**config.mk**
```make
export PLATFORM = sky130hd
export DESIGN_NAME = sram_async_ctrl
export DESIGN_NICKNAME = d
export VERILOG_FILES = /design/src/rtl/sramc_pkg.sv /design/src/rtl/sramc_timer.sv /design/src/rtl/sramc_datapath.sv /design/src/rtl/sramc_fsm.sv /design/src/rtl/sram_async_ctrl.sv
export SDC_FILE = /design/constraint.sdc
export NUM_CORES = 1
export LEC_CHECK = 0
export ABC_AREA = 1
export ABC_CLOCK_PERIOD_IN_PS = 4100
export CAP_MARGIN = 40
export CORE_ASPECT_RATIO = 1.4
export CORE_MARGIN = 10
export CORE_UTILIZATION = 43
export CTS_CLUSTER_DIAMETER = 80
export DETAILED_ROUTE_END_ITERATION = 7
export GPL_ROUTABILITY_DRIVEN = 0
export PLACE_DENSITY = 0.76
export SLEW_MARGIN = 20
export SYNTH_ARGS = -nofsm -noshare
export SYNTH_HDL_FRONTEND = slang
export SYNTH_SLANG_ARGS = --single-unit
```
**constraint.sdc**
```tcl
create_clock -name clk -period 4.1 [get_ports clk]
set_clock_uncertainty 0.1 [all_clocks]
set_input_delay 0.82 -clock clk [delete_from_list [all_inputs] [get_ports clk]]
set_output_delay 0.82 -clock clk [all_outputs]
set_load 0.02 [all_outputs]
```
**src/rtl/sramc_pkg.sv**
```systemverilog
package sramc_pkg;

  typedef enum logic [2:0] {
    ST_IDLE,
    ST_RD,
    ST_WSET,
    ST_WPULSE,
    ST_WHOLD,
    ST_RECOV,
    ST_RET,
    ST_RETX
  } sramc_state_e;

  // ceiling of an interval in ns over a clock period in ps
  function automatic int ns2cyc(input int ns, input int clk_ps);
    return (ns * 1000 + clk_ps - 1) / clk_ps;
  endfunction

  function automatic int imax(input int a, input int b);
    return (a > b) ? a : b;
  endfunction

endpackage

```
**src/rtl/sramc_timer.sv**
```systemverilog
module sramc_timer #(
  parameter int CNT_W = 6
) (
  input  logic             clk,
  input  logic             rst,
  input  logic             load,
  input  logic [CNT_W-1:0] load_val,
  output logic             done
);

  logic [CNT_W-1:0] cnt;

  always_ff @(posedge clk) begin
    if (rst) begin
      cnt <= '0;
    end else if (load) begin
      cnt <= load_val;
    end else if (cnt != '0) begin
      cnt <= cnt - 1'b1;
    end
  end

  assign done = (cnt == '0);

  // the count only moves down between loads (supports R2-style interval widths)
  assert_count_down_R5: assert property (@(posedge clk) disable iff (rst)
    !$past(load) && !$past(rst) |-> cnt <= $past(cnt));

endmodule

```
**src/rtl/sramc_datapath.sv**
```systemverilog
module sramc_datapath #(
  parameter int ADDR_W = 13,
  parameter int DATA_W = 8
) (
  input  logic              clk,
  input  logic              rst,
  input  logic              accept,
  input  logic              host_write,
  input  logic [ADDR_W-1:0] host_addr,
  input  logic [DATA_W-1:0] host_wdata,
  input  logic              sample,
  input  logic [DATA_W-1:0] mem_dq_in,
  output logic [ADDR_W-1:0] mem_addr,
  output logic [DATA_W-1:0] mem_dq_out,
  output logic [DATA_W-1:0] host_rdata
);

  always_ff @(posedge clk) begin
    if (rst) begin
      mem_addr   <= '0;
      mem_dq_out <= '0;
    end else if (accept) begin
      mem_addr <= host_addr;
      if (host_write) begin
        mem_dq_out <= host_wdata;
      end
    end
  end

  always_ff @(posedge clk) begin
    if (rst) begin
      host_rdata <= '0;
    end else if (sample) begin
      host_rdata <= mem_dq_in;
    end
  end

  // address and write data change only when a request is taken
  assert_addr_held_R4: assert property (@(posedge clk) disable iff (rst)
    !$past(accept) && !$past(rst) |-> $stable(mem_addr) && $stable(mem_dq_out));

endmodule

```
**src/rtl/sramc_fsm.sv**
```systemverilog
module sramc_fsm
  import sramc_pkg::*;
#(
  parameter int CNT_W  = 6,
  parameter int N_RD   = 38,
  parameter int N_WP   = 23,
  parameter int N_WH   = 3,
  parameter int N_RREC = 13,
  parameter int N_WREC = 11,
  parameter int N_CYC  = 38,
  parameter int N_OZ   = 13
) (
  input  logic             clk,
  input  logic             rst,
  input  logic             host_req,
  input  logic             host_write,
  input  logic             ret_cmd,
  input  logic             tmr_done,
  output logic             tmr_load,
  output logic [CNT_W-1:0] tmr_val,
  output logic             accept,
  output logic             sample,
  output logic             ack,
  output logic             ce_n,
  output logic             ce,
  output logic             we_n,
  output logic             oe_n,
  output logic             dq_oe
);

  sramc_state_e st;

  assign accept = (st == ST_IDLE) && !ret_cmd && host_req;
  assign sample = (st == ST_RD) && tmr_done;

  always_comb begin
    tmr_load = 1'b0;
    tmr_val  = '0;
    unique case (st)
      ST_IDLE:   if (accept && !host_write) begin
                   tmr_load = 1'b1; tmr_val = CNT_W'(N_RD - 1);
                 end
      ST_RD:     if (tmr_done) begin
                   tmr_load = 1'b1; tmr_val = CNT_W'(N_RREC - 1);
                 end
      ST_WSET:   begin
                   tmr_load = 1'b1; tmr_val = CNT_W'(N_WP - 1);
                 end
      ST_WPULSE: if (tmr_done) begin
                   tmr_load = 1'b1; tmr_val = CNT_W'(N_WH - 1);
                 end
      ST_WHOLD:  if (tmr_done) begin
                   tmr_load = 1'b1; tmr_val = CNT_W'(N_WREC - 1);
                 end
      ST_RET:    if (!ret_cmd) begin
                   tmr_load = 1'b1; tmr_val = CNT_W'(N_CYC - 1);
                 end
      default:   ;
    endcase
  end

  always_ff @(posedge clk) begin
    if (rst) begin
      st    <= ST_IDLE;
      ce_n  <= 1'b1;
      ce    <= 1'b1;
      we_n  <= 1'b1;
      oe_n  <= 1'b1;
      dq_oe <= 1'b0;
      ack   <= 1'b0;
    end else begin
      ack <= 1'b0;
      unique case (st)
        ST_IDLE: begin
          if (ret_cmd) begin
            ce <= 1'b0;
            st <= ST_RET;
          end else if (host_req) begin
            ce_n <= 1'b0;
            if (host_write) begin
              dq_oe <= 1'b1;
              st    <= ST_WSET;
            end else begin
              oe_n <= 1'b0;
              st   <= ST_RD;
            end
          end
        end
        ST_RD: if (tmr_done) begin
          ack  <= 1'b1;
          ce_n <= 1'b1;
          oe_n <= 1'b1;
          st   <= ST_RECOV;
        end
        ST_WSET: begin
          we_n <= 1'b0;
          st   <= ST_WPULSE;
        end
        ST_WPULSE: if (tmr_done) begin
          we_n <= 1'b1;
          st   <= ST_WHOLD;
        end
        ST_WHOLD: if (tmr_done) begin
          ce_n  <= 1'b1;
          dq_oe <= 1'b0;
          ack   <= 1'b1;
          st    <= ST_RECOV;
        end
        ST_RECOV: if (tmr_done) st <= ST_IDLE;
        ST_RET: if (!ret_cmd) begin
          ce <= 1'b1;
          st <= ST_RETX;
        end
        ST_RETX: if (tmr_done) st <= ST_IDLE;
        default: st <= ST_IDLE;
      endcase
    end
  end

  // checker counter: cycles that output enable has been high, saturating
  logic [CNT_W-1:0] oz_gap;
  always_ff @(posedge clk) begin
    if (rst) begin
      oz_gap <= CNT_W'(N_OZ);
    end else if (!oe_n) begin
      oz_gap <= '0;
    end else if (oz_gap < CNT_W'(N_OZ)) begin
      oz_gap <= oz_gap + 1'b1;
    end
  end

  assert_no_contention_R6: assert property (@(posedge clk) disable iff (rst)
    dq_oe |-> oe_n);

  assert_turnaround_R6: assert property (@(posedge clk) disable iff (rst)
    $rose(dq_oe) |-> oz_gap >= CNT_W'(N_OZ));

  assert_ack_pulse_R7: assert property (@(posedge clk) disable iff (rst)
    ack |=> !ack);

  assert_we_gated_R3: assert property (@(posedge clk) disable iff (rst)
    !we_n |-> (!ce_n && ce && dq_oe && oe_n));

  assert_we_rise_hold_R4: assert property (@(posedge clk) disable iff (rst)
    $rose(we_n) |-> (!ce_n && dq_oe));

  assert_retention_quiet_R8: assert property (@(posedge clk) disable iff (rst)
    !ce |-> (ce_n && we_n && oe_n && !dq_oe));

endmodule

```
**src/rtl/sram_async_ctrl.sv**
```systemverilog
module sram_async_ctrl
  import sramc_pkg::*;
#(
  parameter int ADDR_W   = 13,
  parameter int DATA_W   = 8,
  parameter int CLK_PS   = 4000,
  parameter int T_CYC_NS = 150,
  parameter int T_AA_NS  = 150,
  parameter int T_OE_NS  = 70,
  parameter int T_WP_NS  = 90,
  parameter int T_DS_NS  = 60,
  parameter int T_DH_NS  = 5,
  parameter int T_WR_NS  = 10,
  parameter int T_OZ_NS  = 50
) (
  input  logic              clk,
  input  logic              rst,
  input  logic              host_req,
  input  logic              host_write,
  input  logic [ADDR_W-1:0] host_addr,
  input  logic [DATA_W-1:0] host_wdata,
  input  logic              ret_cmd,
  output logic              host_ack,
  output logic [DATA_W-1:0] host_rdata,
  output logic              mem_ce_n,
  output logic              mem_ce,
  output logic              mem_we_n,
  output logic              mem_oe_n,
  output logic [ADDR_W-1:0] mem_addr,
  output logic [DATA_W-1:0] mem_dq_out,
  input  logic [DATA_W-1:0] mem_dq_in,
  output logic              mem_dq_oe
);

  localparam int N_CYC  = imax(ns2cyc(T_CYC_NS, CLK_PS), 1);
  localparam int N_RD   = imax(imax(ns2cyc(T_AA_NS, CLK_PS), ns2cyc(T_OE_NS, CLK_PS)), 1);
  localparam int N_WP   = imax(imax(ns2cyc(T_WP_NS, CLK_PS), ns2cyc(T_DS_NS, CLK_PS)), 1);
  localparam int N_WH   = imax(imax(ns2cyc(T_WR_NS, CLK_PS), ns2cyc(T_DH_NS, CLK_PS)), 1);
  localparam int N_OZ   = imax(ns2cyc(T_OZ_NS, CLK_PS), 1);
  localparam int N_RREC = imax(imax(N_OZ, N_CYC - N_RD), 1);
  localparam int N_WREC = imax(N_CYC - (1 + N_WP + N_WH), 1);
  localparam int N_MAX  = imax(imax(imax(N_CYC, N_RD), imax(N_WP, N_WH)),
                               imax(N_RREC, N_WREC));
  localparam int CNT_W  = $clog2(N_MAX + 1);

  if (CLK_PS < 1 || ns2cyc(T_CYC_NS, CLK_PS) < 1 || ns2cyc(T_AA_NS, CLK_PS) < 1
      || ns2cyc(T_WP_NS, CLK_PS) < 1) begin : g_bad_timing
    $error("timing count below one clock cycle");
  end

  logic             tmr_load;
  logic [CNT_W-1:0] tmr_val;
  logic             tmr_done;
  logic             accept;
  logic             sample;

  sramc_timer #(.CNT_W(CNT_W)) u_timer (
    .clk      (clk),
    .rst      (rst),
    .load     (tmr_load),
    .load_val (tmr_val),
    .done     (tmr_done)
  );

  sramc_fsm #(
    .CNT_W  (CNT_W),
    .N_RD   (N_RD),
    .N_WP   (N_WP),
    .N_WH   (N_WH),
    .N_RREC (N_RREC),
    .N_WREC (N_WREC),
    .N_CYC  (N_CYC),
    .N_OZ   (N_OZ)
  ) u_fsm (
    .clk        (clk),
    .rst        (rst),
    .host_req   (host_req),
    .host_write (host_write),
    .ret_cmd    (ret_cmd),
    .tmr_done   (tmr_done),
    .tmr_load   (tmr_load),
    .tmr_val    (tmr_val),
    .accept     (accept),
    .sample     (sample),
    .ack        (host_ack),
    .ce_n       (mem_ce_n),
    .ce         (mem_ce),
    .we_n       (mem_we_n),
    .oe_n       (mem_oe_n),
    .dq_oe      (mem_dq_oe)
  );

  sramc_datapath #(.ADDR_W(ADDR_W), .DATA_W(DATA_W)) u_dp (
    .clk        (clk),
    .rst        (rst),
    .accept     (accept),
    .host_write (host_write),
    .host_addr  (host_addr),
    .host_wdata (host_wdata),
    .sample     (sample),
    .mem_dq_in  (mem_dq_in),
    .mem_addr   (mem_addr),
    .mem_dq_out (mem_dq_out),
    .host_rdata (host_rdata)
  );

endmodule

```
; ---- Word-level counts from Yosys, hierarchy flattened
; Index checks and enable logic that the tools add are counted.
[word_totals]
reg_bits = 44
inputBits = 34
output_inout_bits = 35
[classes]
addsub = 1
n_eq_ne = 19
n_mux = 37
bitwise = 1
reduce_logical = 26
[op_table]
columns = operator, n
row1 = $pmux W6 S6, 1
row2 = $mux W6, 4
row3 = $mux W3, 6
row4 = $pmux W3 S6, 1
row5 = $mux W1, 15
row6 = $reduce_and A5 Y1, 3
row7 = $eq A3 B3 Y1 const B, 4
row8 = $ne A2 B2 Y1 const B, 6
row9 = $reduce_bool A2 Y1, 6
row10 = $ne A2 B1 Y1 const B, 5
row11 = $pmux W1 S2, 5
row12 = $mux W4, 2
row13 = $eq A3 B2 Y1 const B, 2
row14 = $logic_not A6 Y1, 1
row15 = $reduce_bool A6 Y1, 1
row16 = $reduce_or A2 Y1, 3
row17 = $sub A6 B1 Y6 const B, 1
row18 = $logic_and A1 B1 Y1, 4
row19 = $mux W2, 2
row20 = $pmux W1 S4, 1
row21 = $reduce_and A2 Y1, 2
row22 = $reduce_and A4 Y1, 1
row23 = $eq A3 B1 Y1 const B, 1
row24 = $logic_not A3 Y1, 1
row25 = 5 further kinds, 6

; ---- Longest topological paths before layout
; Gate-level depths: netlist of the first run.
[depth]
word_depth = 7
depth_mapped = 10
ltp_nobuf = 10

; ---- Hierarchy
; From an unflattened synthesis of the first run, not the netlist that was laid out.
[hier_totals]
cells_unflattened = 292
hier_area_um2 = 2064.5
[modules_own_cells]
columns = mod, instances, cells_per_inst, area_each_um2, seq_area_each_um2
row1 = sramc_datapath, 1, 142, 1053.5, 580.6
row2 = sramc_fsm, 1, 89, 608.1, 180.2
row3 = sramc_timer, 1, 61, 402.9, 120.1

; ---- Worst setup path before layout of the first run
; Ideal clock, no wire load.
[synth_path]
path_kind = input to register
from = in host_write
to = reg u_timer.cnt[1]
setup_ps = 113
arrival_ps = 1584
t_required_ps = 3887
slack_ps = 2303
cell_stages = 8
n_path_buf = 0
cell_sequence = inv_1 -> nand2_1 -> nor2_2 -> nor2_8 -> nand2_2 -> nand2_1 -> nand2_1 -> nor2_1
[synth_via]
elab_chain_len = 5
word_cells_on_any_way = 6
classes_between = mux: 3 / reduce/logical: 3
[synth_lines]
columns = element, line_no
row1 = start: declaration, sram_async_ctrl.sv:19  ; input logic host_write,
row2 = $logic_not A1 Y1 *, sramc_fsm.sv:40  ; ST_IDLE: if (accept && !host_write) begin
row3 = $logic_and A1 B1 Y1 *, sramc_fsm.sv:40
row4 = $mux W1 *, sramc_fsm.sv:40
row5 = $pmux W1 S4 *, sramc_fsm.sv:39  ; unique case (st)
row6 = $mux W6 or $reduce_bool A2 Y1 (tied branches), -
row7 = end signal: assignment, sramc_timer.sv:17  ; cnt <= load_val;
row8 = end signal: assignment, sramc_timer.sv:19  ; cnt <= cnt - 1'b1;
row9 = end: declaration, sramc_timer.sv:11  ; logic [CNT_W-1:0] cnt;
; Mark *: on every way between the ends. The rest lies on a longest branch, timed or not.
; A chain may end at the register's enable or synchronous reset.

; ---- Worst setup path in the final report of the first run
[layout_path]
from = reg u_fsm.ce_n
to = out mem_ce_n
[layout_rtl]
columns = element, line_no
row1 = start: declaration, sramc_fsm.sv:24  ; output logic ce_n,
row2 = start signal: assignment, sramc_fsm.sv:65  ; ce_n <= 1'b1;
row3 = start signal: assignment, sramc_fsm.sv:79  ; ce_n <= 1'b0;
row4 = start signal: assignment, sramc_fsm.sv:91  ; ce_n <= 1'b1;
row5 = end: declaration, sram_async_ctrl.sv:25  ; output logic mem_ce_n,
; No word-level cell between the ends.

==> flow_summary.yaml, run 1 <==
route:
  drc: 0
  drt-pass1-iter-count: 4
  first_iter_violations: 107
  totalWireLength_um: 5190
  via_per_inst: 4.67
  via_count: 1907
  wl_per_cell_um: 12.7
  ant_nets: 0
logic_synthesis:
  synth_edf_count: 0
  syn_inst: 276
  synth_most_common_cell: "nor2_1"
  seq_area_frac_synth: 0.437
  synth_area_per_cell_um2: 7.31
  synth-seq-cells: 44
  synth_nets: 311
  yosys_warnings: 0
  synthTopCellsByArea: "dfxtp_1 (44%), nor2_1 (8.9%), nand2_1 (8.4%)"
  yosysTopAreaCell: "dfxtp_1"
  syn_area_um2: 2020
  ys_async_sr_fraction: 0
  netlist.area_leader.share: 0.437
  yosys.cell_types.count: 30
  yosys-top-cells-count: "nor2_1 (48), nand2_1 (45), dfxtp_1 (44)"
  synth_ff_type: "dfxtp_1"
worst_setup_path:
  cp-end-kind: "output pin"
  cp.arrival_ns: 1.27
  path_delay_family: "buffers and inverters"
  crit_required_ns: 3.18
  critPathLaunchType: "flop"
  cpPeakStageDelay_ns: 0.62
  worstPathCellList: "clkdlybuf4s50_1"
  crit_slowest_cell: "clkdlybuf4s50_1"
  crit_buf_inv: 1
  crit_path_max_fanout: 2
  critPathKind: "flop to output pin"
final_layout:
  nets: 380
  area_growth_syn_to_layout_pct: 42.1
  antenna_cells: 0
  drive_above_1_share: 0.0954
  fillers: 401
floorplan:
  rows: 29
  pin_count: 69
  die-area_um2: 7870
  fp.coreArea_um2: 4540
  dieHeight_um: 101
  die_x_um: 77.9
  initial_core_util: 0.445
power_and_ir_drop:
  p_total_mw: 1.87
  power_frac_seq: 0.328
  power_switching_mw: 0.776
  p_clk_frac: 0.186
  p_int_mw: 1.09
  pwr-share-comb: 0.485
  irDropWorstVdd_mv: 0.387
  switching_share: 0.415
  leakage_nw: 1.24
  p_per_area_nw_per_um2: 653
global_route:
  grt_antenna_before_repair: 0
  grt_max_degree: 28
  use_met2: 0.234
  grt_util_all_layers: 0.131
  grt_use_met1: 0.135
  use_met3: 0.0446
  grt_pass1_vias: 1780
  grt_first_pass_wirelength_um: 8470
  grt-busiest-layer: "met2"
  gr-total-overflow: 0
clock_tree:
  h-tree-depth: 2
  clock_path_buffers: 2
  cts_made_buffers: 5
  cts_tree: "done"
  cts_resized: 0
  clk_pin_slew_ns: 0.09
  clock_latency_ns: 0.30
  cts_hold_buffers: 0
  cts_sinks: 44
  cts_root_buf: "clkbuf_8"
  post-cts-setup-buffers: 0
timing:
  final-setup-viol-count: 0
  slew_headroom: 0.636
  final_hold_viol_count: 0
  worst_slew_pin_slew_ns: 0.546
  period_share: 0.535
  tns_ns: 0
  hold_slack_ns: 0.344
  drv_slew: 0
  rsz0062_at_grt: "no"
  period_minus_slack_ns: 2.19
  timing.fmax_ghz: 0.456
hold_path:
  hold_path.class: "flop to flop"
placed_design:
  port_buffers: 68
  dpl.hpwl_um: 4030
run_status:
  status: "finished, final reports clean"
flow_run:
  maxCapViolCount: 0
## per-layer routing
layer | up-vias | wire length [µm]
li1 | 1026 | -
met1 | 825 | 2060
met2 | 51 | 2700
met3 | 5 | 358
met4 | 0 | 74
met5 | - | 0
## worst min-delay path, delay by kind of cell, from the launching register on
family	cells	cell delay, ns
compound gates	1	0.05
buf+inv	1	0.04
flops	1	0.31
## logic make-up after synthesis
| group | synth area share |
|---|---|
| xor+xnor | 0.00434 |
| compound gates | 0.143 |
| simple gates | 0.324 |
| fa+ha+maj | 0.00620 |
| flops | 0.437 |
| buf+inv | 0.0862 |
## final timing paths
path,startpoint,endpoint,slack [ns],cells past startpoint
setup reg to reg,u_timer.cnt[0],u_timer.cnt[2],2.28,8
hold reg to reg,u_dp.mem_addr[8],u_dp.mem_addr[8],0.34,2
setup / recovery,u_fsm.ce_n,mem_ce_n,1.91,1
hold / removal,u_dp.mem_addr[8],u_dp.mem_addr[8],0.34,2
## placed cells by master, fill, tap and decap left out, drive strengths merged
| cell type | instances |
|---|---|
| a21oi | 18 |
| a31oi | 1 |
| buf | 1 |
| bufinv | 1 |
| clkbuf | 6 |
| clkdlybuf4s50 | 68 |
| clkinv | 1 |
| dfxtp | 44 |
| ha | 1 |
| inv | 34 |
| nand2 | 52 |
| nand3 | 18 |
| nand3b | 1 |
| nand4 | 5 |
| nor2 | 56 |
| nor3 | 1 |
| o211ai | 1 |
| o21ai | 36 |
| xnor2 | 1 |
## power groups by stage
stage,registers [mW],clock network [mW],logic [mW]
floorplan,0.681,0,0.581
global placement,0.620,0,0.893
detailed placement,0.623,0,0.907
CTS,0.613,0.356,0.916
global route,0.628,0.372,1.01
finish,0.614,0.348,0.908
## area by class of cell
| class | instances | area (µm²) | area share |
|---|---|---|---|
| repair buffers | 69 | 696 | 0.243 |
| inverters | 34 | 128 | 0.0445 |
| multi-input cells | 191 | 962 | 0.336 |
| flip-flops and latches | 44 | 881 | 0.307 |
| clock inverters | 2 | 38.8 | 0.0135 |
| clock buffers | 6 | 82.6 | 0.0288 |
| well taps | 62 | 77.6 | 0.0271 |
## metrics by stage
step,std cells,setup WS (ns),area [µm²],utilization
2_1_floorplan,276,2.30,2020,-
3_3_place_gp,399,1.51,2730,0.602
3_5_place_dp,400,1.59,2740,0.605
4_1_cts,408,1.89,2870,0.632
5_1_grt,408,1.77,2870,0.632
6_report,408,1.91,2870,0.632
## state kept, by name (all words and copies together) (netlist names), 3 cells and up
signal	count
u_dp.host_rdata	8
u_dp.mem_dq_out	8
u_timer.cnt	6
u_fsm.st	3
u_dp.mem_addr	13
No activity file was read; power rests on OpenSTA's default activity.
==> inputs of run 2 (changes only) <==
- ABC_CLOCK_PERIOD_IN_PS: 4100 -> 1950
- CORE_UTILIZATION: 43 -> 41
- clock period: 4.1 -> 1.95 ns (I/O delays scaled with it)
==> flow_summary.yaml, run 2 (same netlist as run 1, synthesis figures left out) <==
floorplan:
  die-area_um2: 8160
  fp.coreArea_um2: 4800
  rows: 30
  initial_core_util: 0.420
  dieHeight_um: 103
  die_x_um: 79.3
  pin_count: 69
final_layout:
  layout_commonest_cell: "clkdlybuf4s50_1"
  top_register: "u_dp.mem_addr"
  final_cell_mix: "clkdlybuf4s50_1 (68), nor2_1 (48), nand2_1 (45)"
  fin_cells: 416
  largest_register_ffs: 13
  area_growth_syn_to_layout_pct: 43.3
  antenna_cells: 0
  nets: 386
  drive_above_1_share: 0.108
  top_regs: "u_dp.mem_addr: 13 flops, u_dp.host_rdata: 8 flops, u_dp.mem_dq_out: 8 flops"
global_route:
  grt_first_pass_wirelength_um: 9050
  grt_util_all_layers: 0.139
  grt_antenna_before_repair: 0
  grt_max_degree: 40
  grt_pass1_vias: 1913
  gr-total-overflow: 0
worst_setup_path:
  crit_required_ns: 1.46
  cpPeakStageDelay_ns: 0.63
  worstPathCellList: "clkdlybuf4s50_1"
  critPathKind: "flop to output pin"
  cp-end-kind: "output pin"
  critPathLaunchType: "flop"
  cp.arrival_ns: 1.27
  crit_buf_inv: 1
  path_delay_family: "buffers and inverters"
  crit_slowest_cell: "clkdlybuf4s50_1"
  crit_path_max_fanout: 2
timing:
  final_hold_viol_count: 0
  final-setup-viol-count: 0
  rsz0062_at_grt: "no"
  worst_slew_pin_slew_ns: 0.371
  hold_slack_ns: 0.345
  timing.fmax_ghz: 0.568
  tns_ns: 0
  period_minus_slack_ns: 1.76
  worst_slack_ns: 0.188
  drv_slew: 0
  slew_headroom: 0.750
  period_share: 0.903
power_and_ir_drop:
  p_per_area_nw_per_um2: 1330
  p_total_mw: 3.85
  leakage_nw: 1.25
  irDropWorstVdd_mv: 0.688
run_status:
  status: "finished, final reports clean"
route:
  via_count: 1957
  drt-pass1-iter-count: 5
  first_iter_violations: 168
  wl_per_cell_um: 13.3
  ant_nets: 0
  totalWireLength_um: 5510
  via_per_inst: 4.70
  drc: 0
clock_tree:
  cts_made_buffers: 5
  post-cts-setup-buffers: 0
  cts_tree: "done"
  clock_latency_ns: 0.29
  h-tree-depth: 2
  clock_path_buffers: 2
  clk_pin_slew_ns: 0.08
  cts_root_buf: "clkbuf_8"
  cts_resized: 0
  cts_hold_buffers: 0
  cts_sinks: 44
placed_design:
  place_inst: 408
  dpl.hpwl_um: 4140
  port_buffers: 68
  pre_cts_ws_ns: 0.123
flow_run:
  maxCapViolCount: 0
hold_path:
  hold_path.class: "flop to flop"
-- run 2: cell types whose count changed in the layout (fill, tap and decap cells not counted) --
| cell | change |
|---|---|
| buf_12 | +1 |
| buf_4 | +6 |
| buf_8 | -1 |
| bufinv_16 | -1 |
| clkbuf_1 | +1 |
| clkinv_4 | -1 |
| clkinvlp_4 | +1 |
-- run 2: path summary, 6_finish.rpt --
kind	slack (ns)	start	depth (start not counted)	to
hold reg to reg	0.34	u_dp.mem_addr[4]	2	u_dp.mem_addr[4]
setup reg to reg	0.22	u_timer.cnt[0]	7	u_fsm.st[2]
hold / removal	0.34	u_dp.mem_addr[4]	2	u_dp.mem_addr[4]
setup / recovery	0.19	u_fsm.ce_n	1	mem_ce_n
-- run 2: area by class of cell --
cell class	instances	area (µm²)
fill	474	1910
multi-input combinational	191	962
sequential	44	881
timing repair buffer	75	746
inverter	34	128
clock buffer	7	86.3
tap	64	80.1
clock inverter	1	7.51
-- run 2: metal layers --
layer  routed length (µm)  vias up  share of wire  global-route usage
met5                    0        -              0                   0
met4                   61        0          0.011              0.0498
met3                  297        4          0.054              0.0393
met2                 3050       53           0.55               0.257
met1                 2110      869           0.38               0.145
li1                     -     1031              -                   -
-- run 2: report_power, final --
| part | switching, mW | internal [mW] | total (mW) | leakage, nW |
|---|---|---|---|---|
| clock | 0.309 | 0.288 | 0.597 | 0.0445 |
| sequential | 0.166 | 1.12 | 1.28 | 0.360 |
| combinational | 1.18 | 0.794 | 1.97 | 0.847 |
| total | 1.65 | 2.20 | 3.85 | 1.25 |
-- run 2: per-stage QoR --
stage,cell area [µm²],util
global route,2890,0.602
CTS,2890,0.602
floorplan,2020,-
finish,2890,0.602
global placement,2800,0.582
detailed placement,2800,0.582
